$ cat config.mk
export PLATFORM = sky130hd
export DESIGN_NAME = rint_pump_ctrl
export DESIGN_NICKNAME = d
export VERILOG_FILES = /design/src/rtl/rint_pump_pkg.sv /design/src/rtl/rint_sync2.sv /design/src/rtl/rint_quantum_timer.sv /design/src/rtl/rint_pump_seq.sv /design/src/rtl/rint_pump_ctrl.sv
export SDC_FILE = /design/constraint.sdc
export NUM_CORES = 1
export LEC_CHECK = 0
export ABC_AREA = 1
export CORE_MARGIN = 2
export CORE_UTILIZATION = 54
export DETAILED_ROUTE_END_ITERATION = 10
export PLACE_DENSITY = 0.77
export SKIP_LAST_GASP = 1
export SLEW_MARGIN = 10
export SYNTH_ARGS = -nofsm -noshare
export SYNTH_HDL_FRONTEND = slang
export SYNTH_SLANG_ARGS = --single-unit
$ cat constraint.sdc
create_clock -name clk -period 1.55 [get_ports clk]
set_input_delay 0.31 -clock clk [delete_from_list [all_inputs] [get_ports clk]]
set_output_delay 0.31 -clock clk [all_outputs]
set_load 0.05 [all_outputs]
$ cat src/rtl/rint_pump_pkg.sv
package rint_pump_pkg;

  typedef enum logic [1:0] {
    ST_ARMED = 2'd0,
    ST_PUMP  = 2'd1,
    ST_HOLD  = 2'd2
  } pump_state_t;

  // Decide whether another quantum follows the one that just finished.
  function automatic logic want_more(input int unsigned done_q,
                                     input logic        disc_lvl,
                                     input int unsigned min_q,
                                     input int unsigned max_q);
    if (done_q < min_q) return 1'b1;
    return disc_lvl && (done_q < max_q);
  endfunction

endpackage

$ cat src/rtl/rint_sync2.sv
module rint_sync2 (
  input  logic clk,
  input  logic rst_n,
  input  logic d_async,
  output logic d_sync
);
  logic meta_q;

  always_ff @(posedge clk) begin
    if (!rst_n) begin
      meta_q <= 1'b0;
      d_sync <= 1'b0;
    end else begin
      meta_q <= d_async;
      d_sync <= meta_q;
    end
  end
endmodule

$ cat src/rtl/rint_quantum_timer.sv
module rint_quantum_timer #(
  parameter int TICKS_PER_Q = 40
) (
  input  logic clk,
  input  logic rst_n,
  input  logic run,
  output logic q_last
);
  localparam int TW = (TICKS_PER_Q > 1) ? $clog2(TICKS_PER_Q) : 1;
  localparam logic [TW-1:0] LAST_TICK = TW'(TICKS_PER_Q - 1);

  logic [TW-1:0] tick_q;

  always_ff @(posedge clk) begin
    if (!rst_n || !run)        tick_q <= '0;
    else if (tick_q == LAST_TICK) tick_q <= '0;
    else                       tick_q <= tick_q + 1'b1;
  end

  assign q_last = run && (tick_q == LAST_TICK);

  // tick count stays inside one quantum.
  p_tick_in_range_r3: assert property (@(posedge clk) disable iff (!rst_n)
    tick_q <= LAST_TICK);

  // counter restarts from zero whenever idle.
  p_tick_idle_zero_r3: assert property (@(posedge clk) disable iff (!rst_n)
    !run |=> (tick_q == '0) || run);
endmodule

$ cat src/rtl/rint_pump_seq.sv
module rint_pump_seq
  import rint_pump_pkg::*;
#(
  parameter int MIN_Q = 3,
  parameter int MAX_Q = 255,
  parameter int QW    = $clog2(MAX_Q + 1)
) (
  input  logic          clk,
  input  logic          rst_n,
  input  logic          disc_s,
  input  logic          q_last,
  output logic          pumping,
  output logic [QW-1:0] last_q,
  output logic          fault
);
  pump_state_t   state_q;
  logic [QW-1:0] q_cnt;

  logic start_ev, extend_ev, finish_ev;

  assign start_ev  = (state_q == ST_ARMED) && disc_s;
  assign extend_ev = (state_q == ST_PUMP) && q_last &&
                     want_more(int'(q_cnt), disc_s, MIN_Q, MAX_Q);
  assign finish_ev = (state_q == ST_PUMP) && q_last && !extend_ev;
  assign pumping   = (state_q == ST_PUMP);

  always_ff @(posedge clk) begin
    if (!rst_n) begin
      state_q <= ST_ARMED;
      q_cnt   <= '0;
      last_q  <= '0;
      fault   <= 1'b0;
    end else begin
      unique case (state_q)
        ST_ARMED: if (start_ev) begin
          state_q <= ST_PUMP;
          q_cnt   <= QW'(1);
        end
        ST_PUMP: begin
          if (extend_ev) q_cnt <= q_cnt + 1'b1;
          if (finish_ev) begin
            last_q  <= q_cnt;
            fault   <= (q_cnt == QW'(MAX_Q));
            state_q <= disc_s ? ST_HOLD : ST_ARMED;
          end
        end
        ST_HOLD: if (!disc_s) state_q <= ST_ARMED;
        default: state_q <= ST_ARMED;
      endcase
    end
  end

  // a pulse never ends before the minimum number of quanta.
  p_min_quanta_r4: assert property (@(posedge clk) disable iff (!rst_n)
    finish_ev |-> (q_cnt >= QW'(MIN_Q)));

  // quantum count never passes the limit.
  p_no_overflow_r6: assert property (@(posedge clk) disable iff (!rst_n)
    pumping |-> (q_cnt <= QW'(MAX_Q)) && (q_cnt != '0));

  // fault only reports a saturated pulse.
  p_fault_means_max_r6: assert property (@(posedge clk) disable iff (!rst_n)
    $rose(fault) |-> (last_q == QW'(MAX_Q)));

  // no restart straight out of the hold state.
  p_no_retrigger_r8: assert property (@(posedge clk) disable iff (!rst_n)
    (state_q == ST_HOLD) |=> !pumping);

  // a pulse starts only after the synchronised level was high.
  p_start_on_disc_r2: assert property (@(posedge clk) disable iff (!rst_n)
    $rose(pumping) |-> $past(disc_s));

  // the result register moves only as a pulse ends.
  p_result_at_end_r7: assert property (@(posedge clk) disable iff (!rst_n)
    !$stable(last_q) |-> $fell(pumping));
endmodule

$ cat src/rtl/rint_pump_ctrl.sv
module rint_pump_ctrl #(
  parameter int TICKS_PER_Q = 40,
  parameter int MIN_Q       = 3,
  parameter int MAX_Q       = 255,
  localparam int QW         = $clog2(MAX_Q + 1)
) (
  input  logic          clk,
  input  logic          rst_n,
  input  logic          disc_in,
  output logic          pump_out,
  output logic          mon_out,
  output logic [QW-1:0] last_quanta,
  output logic          sat_fault
);
  logic disc_s;
  logic q_last;
  logic pumping;

  rint_sync2 u_sync (
    .clk     (clk),
    .rst_n   (rst_n),
    .d_async (disc_in),
    .d_sync  (disc_s)
  );

  rint_quantum_timer #(.TICKS_PER_Q(TICKS_PER_Q)) u_timer (
    .clk    (clk),
    .rst_n  (rst_n),
    .run    (pumping),
    .q_last (q_last)
  );

  rint_pump_seq #(.MIN_Q(MIN_Q), .MAX_Q(MAX_Q), .QW(QW)) u_seq (
    .clk     (clk),
    .rst_n   (rst_n),
    .disc_s  (disc_s),
    .q_last  (q_last),
    .pumping (pumping),
    .last_q  (last_quanta),
    .fault   (sat_fault)
  );

  assign pump_out = pumping;
  assign mon_out  = disc_s | pumping;

  // monitor covers the charge pulse.
  p_mon_covers_pump_r9: assert property (@(posedge clk) disable iff (!rst_n)
    pump_out |-> mon_out);

  // monitor leads the pulse by one cycle.
  p_mon_leads_r9: assert property (@(posedge clk) disable iff (!rst_n)
    $rose(pump_out) |-> $past(mon_out));
endmodule

==> impl_metrics.ini, run 1 <==
[worst_setup_path]
start_kind = flop
cp_data_arrival_time_ps = 1320
cp_max_fo = 3
required_ps = 1240
slowest_stage = dfxtp_1
worstPathCellList = or2_4, clkinvlp_4, or2_4, buf_8
rrSetupSlack_ps = -40
end_kind = output port
slowest_delay_ps = 390
cp_common_cell = or2_4
critPathKind = flop to output port

[yosys]
synth_compound_area_frac = 0.101
synthMuxAreaShare = 0
synth_top_family_by_area = simple AND/OR/NAND/NOR gates
synth_cell_types = 26
yosysSeqAreaShare = 0.423
synthTopCellsByArea = dfxtp_1 (42%), nand2_1 (13%), nand3_1 (7.8%)
yosysTopAreaCell = dfxtp_1
synth-adder-area-share = 0.0196
synthesis.area_sq_um = 1280
synthArstFlopShare = 0
synth_top_area_frac = 0.423
postSynthAreaPerCell_sq_um = 7.26
synth_edf_count = 0
synth_nets = 181
synth_warnings = 0
synth-seq-cells = 27
syn_inst = 176
synth_xor_area_frac = 0.0137
synthSimpleGateAreaFrac = 0.356
ys.flop_type = dfxtp_1

[sta]
rsz0062_at_grt = yes
fin_skew_ps = 5.13
period_needed_ps = 1630
fin_crit_sh = 1.05
hold_violations = 0
setup_viol = 8
maxSlewHeadroom = 0.698
whs_ps = 432
layout_setup_ws_ps = -78.6
setup_tns_ps = -258
fmax_mhz = 614
slew_violations = 0
worst_pin_slew_ps = 452

[die]
rows = 17
die_h_um = 52.6
die_x_um = 52.6
core_area_sq_um = 2230
die_area_sq_um = 2770
ioPinCount = 14
start_util = 0.572

[cells_and_area]
multi_input_area_sq_um = 732
diodes = 0
fillers = 138
final_common_cell = nand2_1
drive_gt1_frac = 0.320
seqCellArea_sq_um = 552
synthToLayoutAreaGrowth_pct = 38.4
final_cell_mix = nand2_1 (39), dfxtp_1 (20), nand3_1 (19), buf_4 (19)
nets = 212

[status]
violations = setup timing
outcome = complete, but fails checks

[global_routing]
grt_pass1_wl_mm = 4.69
grt_max_degree = 16
grt_pass1_vias = 1108
grt_overflow = 0
antenna_found_initial = 0
grt_use_total = 0.227

[route]
vias_per_cell = 5.50
drt-total-wl_mm = 3.43
wl_per_cell_um = 14.7
ant_nets = 0
drt-initial-drc-count = 47
num_vias = 1288
first_pass_iters = 4
remaining_drc_errors = 0

[clock_network]
cts_hold_buf = 0
clock_sinks = 27
h-tree-depth = 1
clockBufferDepth = 2
cts_inserted_buffers = 3
clk_pin_slew_worst_paths_ps = 150
cts_tree = yes
clk_latency_ps = 330
cts_root_buf = clkbuf_4

[place]
dp_hpwl_mm = 2.02
post-place-ws_ps = -44.8
gp_congestion = 0.928
io_buffers = 13

[run]
drv_cap = 0

[pwr]
vdd_drop_max_uv = 566
cellPowerDensity_nw_per_um2 = 657
p_leak_nw = 0.679

[min_path]
min_path_type = flop to flop
through the flow:
| step | util | cell area [sq um] | cells | total power, W |
|---|---|---|---|---|
| global route | 0.792 | 1770 | 234 | 0.00119 |
| global placement | 0.686 | 1530 | 221 | 0.000819 |
| CTS | 0.710 | 1590 | 226 | 0.00112 |
| finish | 0.792 | 1770 | 234 | 0.00116 |
| floorplan | - | 1280 | 176 | 0.000786 |
| detailed placement | 0.686 | 1530 | 221 | 0.000821 |
metal layers:
metal,wire (um),vias up,global-route usage,share of wire
met2,1610,78,0.390,0.47
met5,0,-,0,0
li1,-,622,-,-
met3,227,25,0.0286,0.066
met1,1360,563,0.279,0.40
met4,233,0,0.107,0.068
path summary, 6_finish.rpt:
path                                  from                          end  cells after the start
min reg2reg       u_sync.meta_q$_SDFF_PN0_     u_sync.d_sync$_SDFF_PN0_                      2
min               u_sync.meta_q$_SDFF_PN0_     u_sync.d_sync$_SDFF_PN0_                      2
max reg2reg    u_seq.q_cnt[1]$_SDFFE_PN0P_  u_seq.q_cnt[0]$_SDFFE_PN0P_                     10
max          u_seq.state_q[1]$_SDFFE_PN0P_                      mon_out                      4
registers in the layout, indices dropped and copies added, names as in the netlist:
signal	flops
u_seq.q_cnt	8
u_seq.fault	1
u_sync.d_sync	1
u_timer.tick_q	6
u_sync.meta_q	1
u_seq.last_q	8
u_seq.state_q	2
layout make-up:
type	instances	share of cell area
timing repair inverter	1	0.00495
tap	28	0.0198
clock inverter	1	0.00283
sequential	27	0.312
timing repair buffer	30	0.191
multi-input combinational	127	0.414
clock buffer	3	0.0127
inverter	17	0.0425
logic make-up after synthesis:
| group | Yosys count |
|---|---|
| adder cells (fa/ha/maj) | 2 |
| XOR/XNOR | 2 |
| flip-flops | 27 |
| buffers and inverters | 22 |
| AO/OA/AOI/OAI | 23 |
| AND/OR/NAND/NOR | 100 |
cell usage after synthesis, types with 2 or more instances:
master	instances
nand2_1	43
dfxtp_1	27
nor2_1	21
nand3_1	20
a21oi_1	19
inv_1	16
buf_6	3
nand2_2	3
nor3_1	3
ha_1	2
nand2_4	2
nand4_1	2
o21ai_0	2
timing repair:
action                     in CTS  in global routing
setup endpoints to repair      20                 27
gates resized for setup         8                 29
cloned                          0                  1
pin swaps                       1                  9
buffers inserted                1                  7
critical path, delay by kind of cell, from the launching register on:
kind          cells  cell delay [ps]
buf+inv           2              220
flops             1              390
simple gates      2              380
power by group:
part / switching, W / total, W / internal (W)
Clock: 0.000215 / 0.000313 / 0.0000971
Combinational: 0.0000780 / 0.000136 / 0.0000576
Sequential: 0.00000985 / 0.000713 / 0.000703
Total: 0.000303 / 0.00116 / 0.000858
Note: power is estimated with default switching activity, not from simulation.
==> run 2: changes to the inputs <==
--- a/config.mk
+++ b/config.mk
@@ -11,7 +11,7 @@
 export DETAILED_ROUTE_END_ITERATION = 10
 export PLACE_DENSITY = 0.77
 export SKIP_LAST_GASP = 1
-export SLEW_MARGIN = 10
+export SLEW_MARGIN = 20
 export SYNTH_ARGS = -nofsm -noshare
 export SYNTH_HDL_FRONTEND = slang
 export SYNTH_SLANG_ARGS = --single-unit
==> results of run 2 <==
The final DEF is identical to that of run 1; final timing and power are the same.
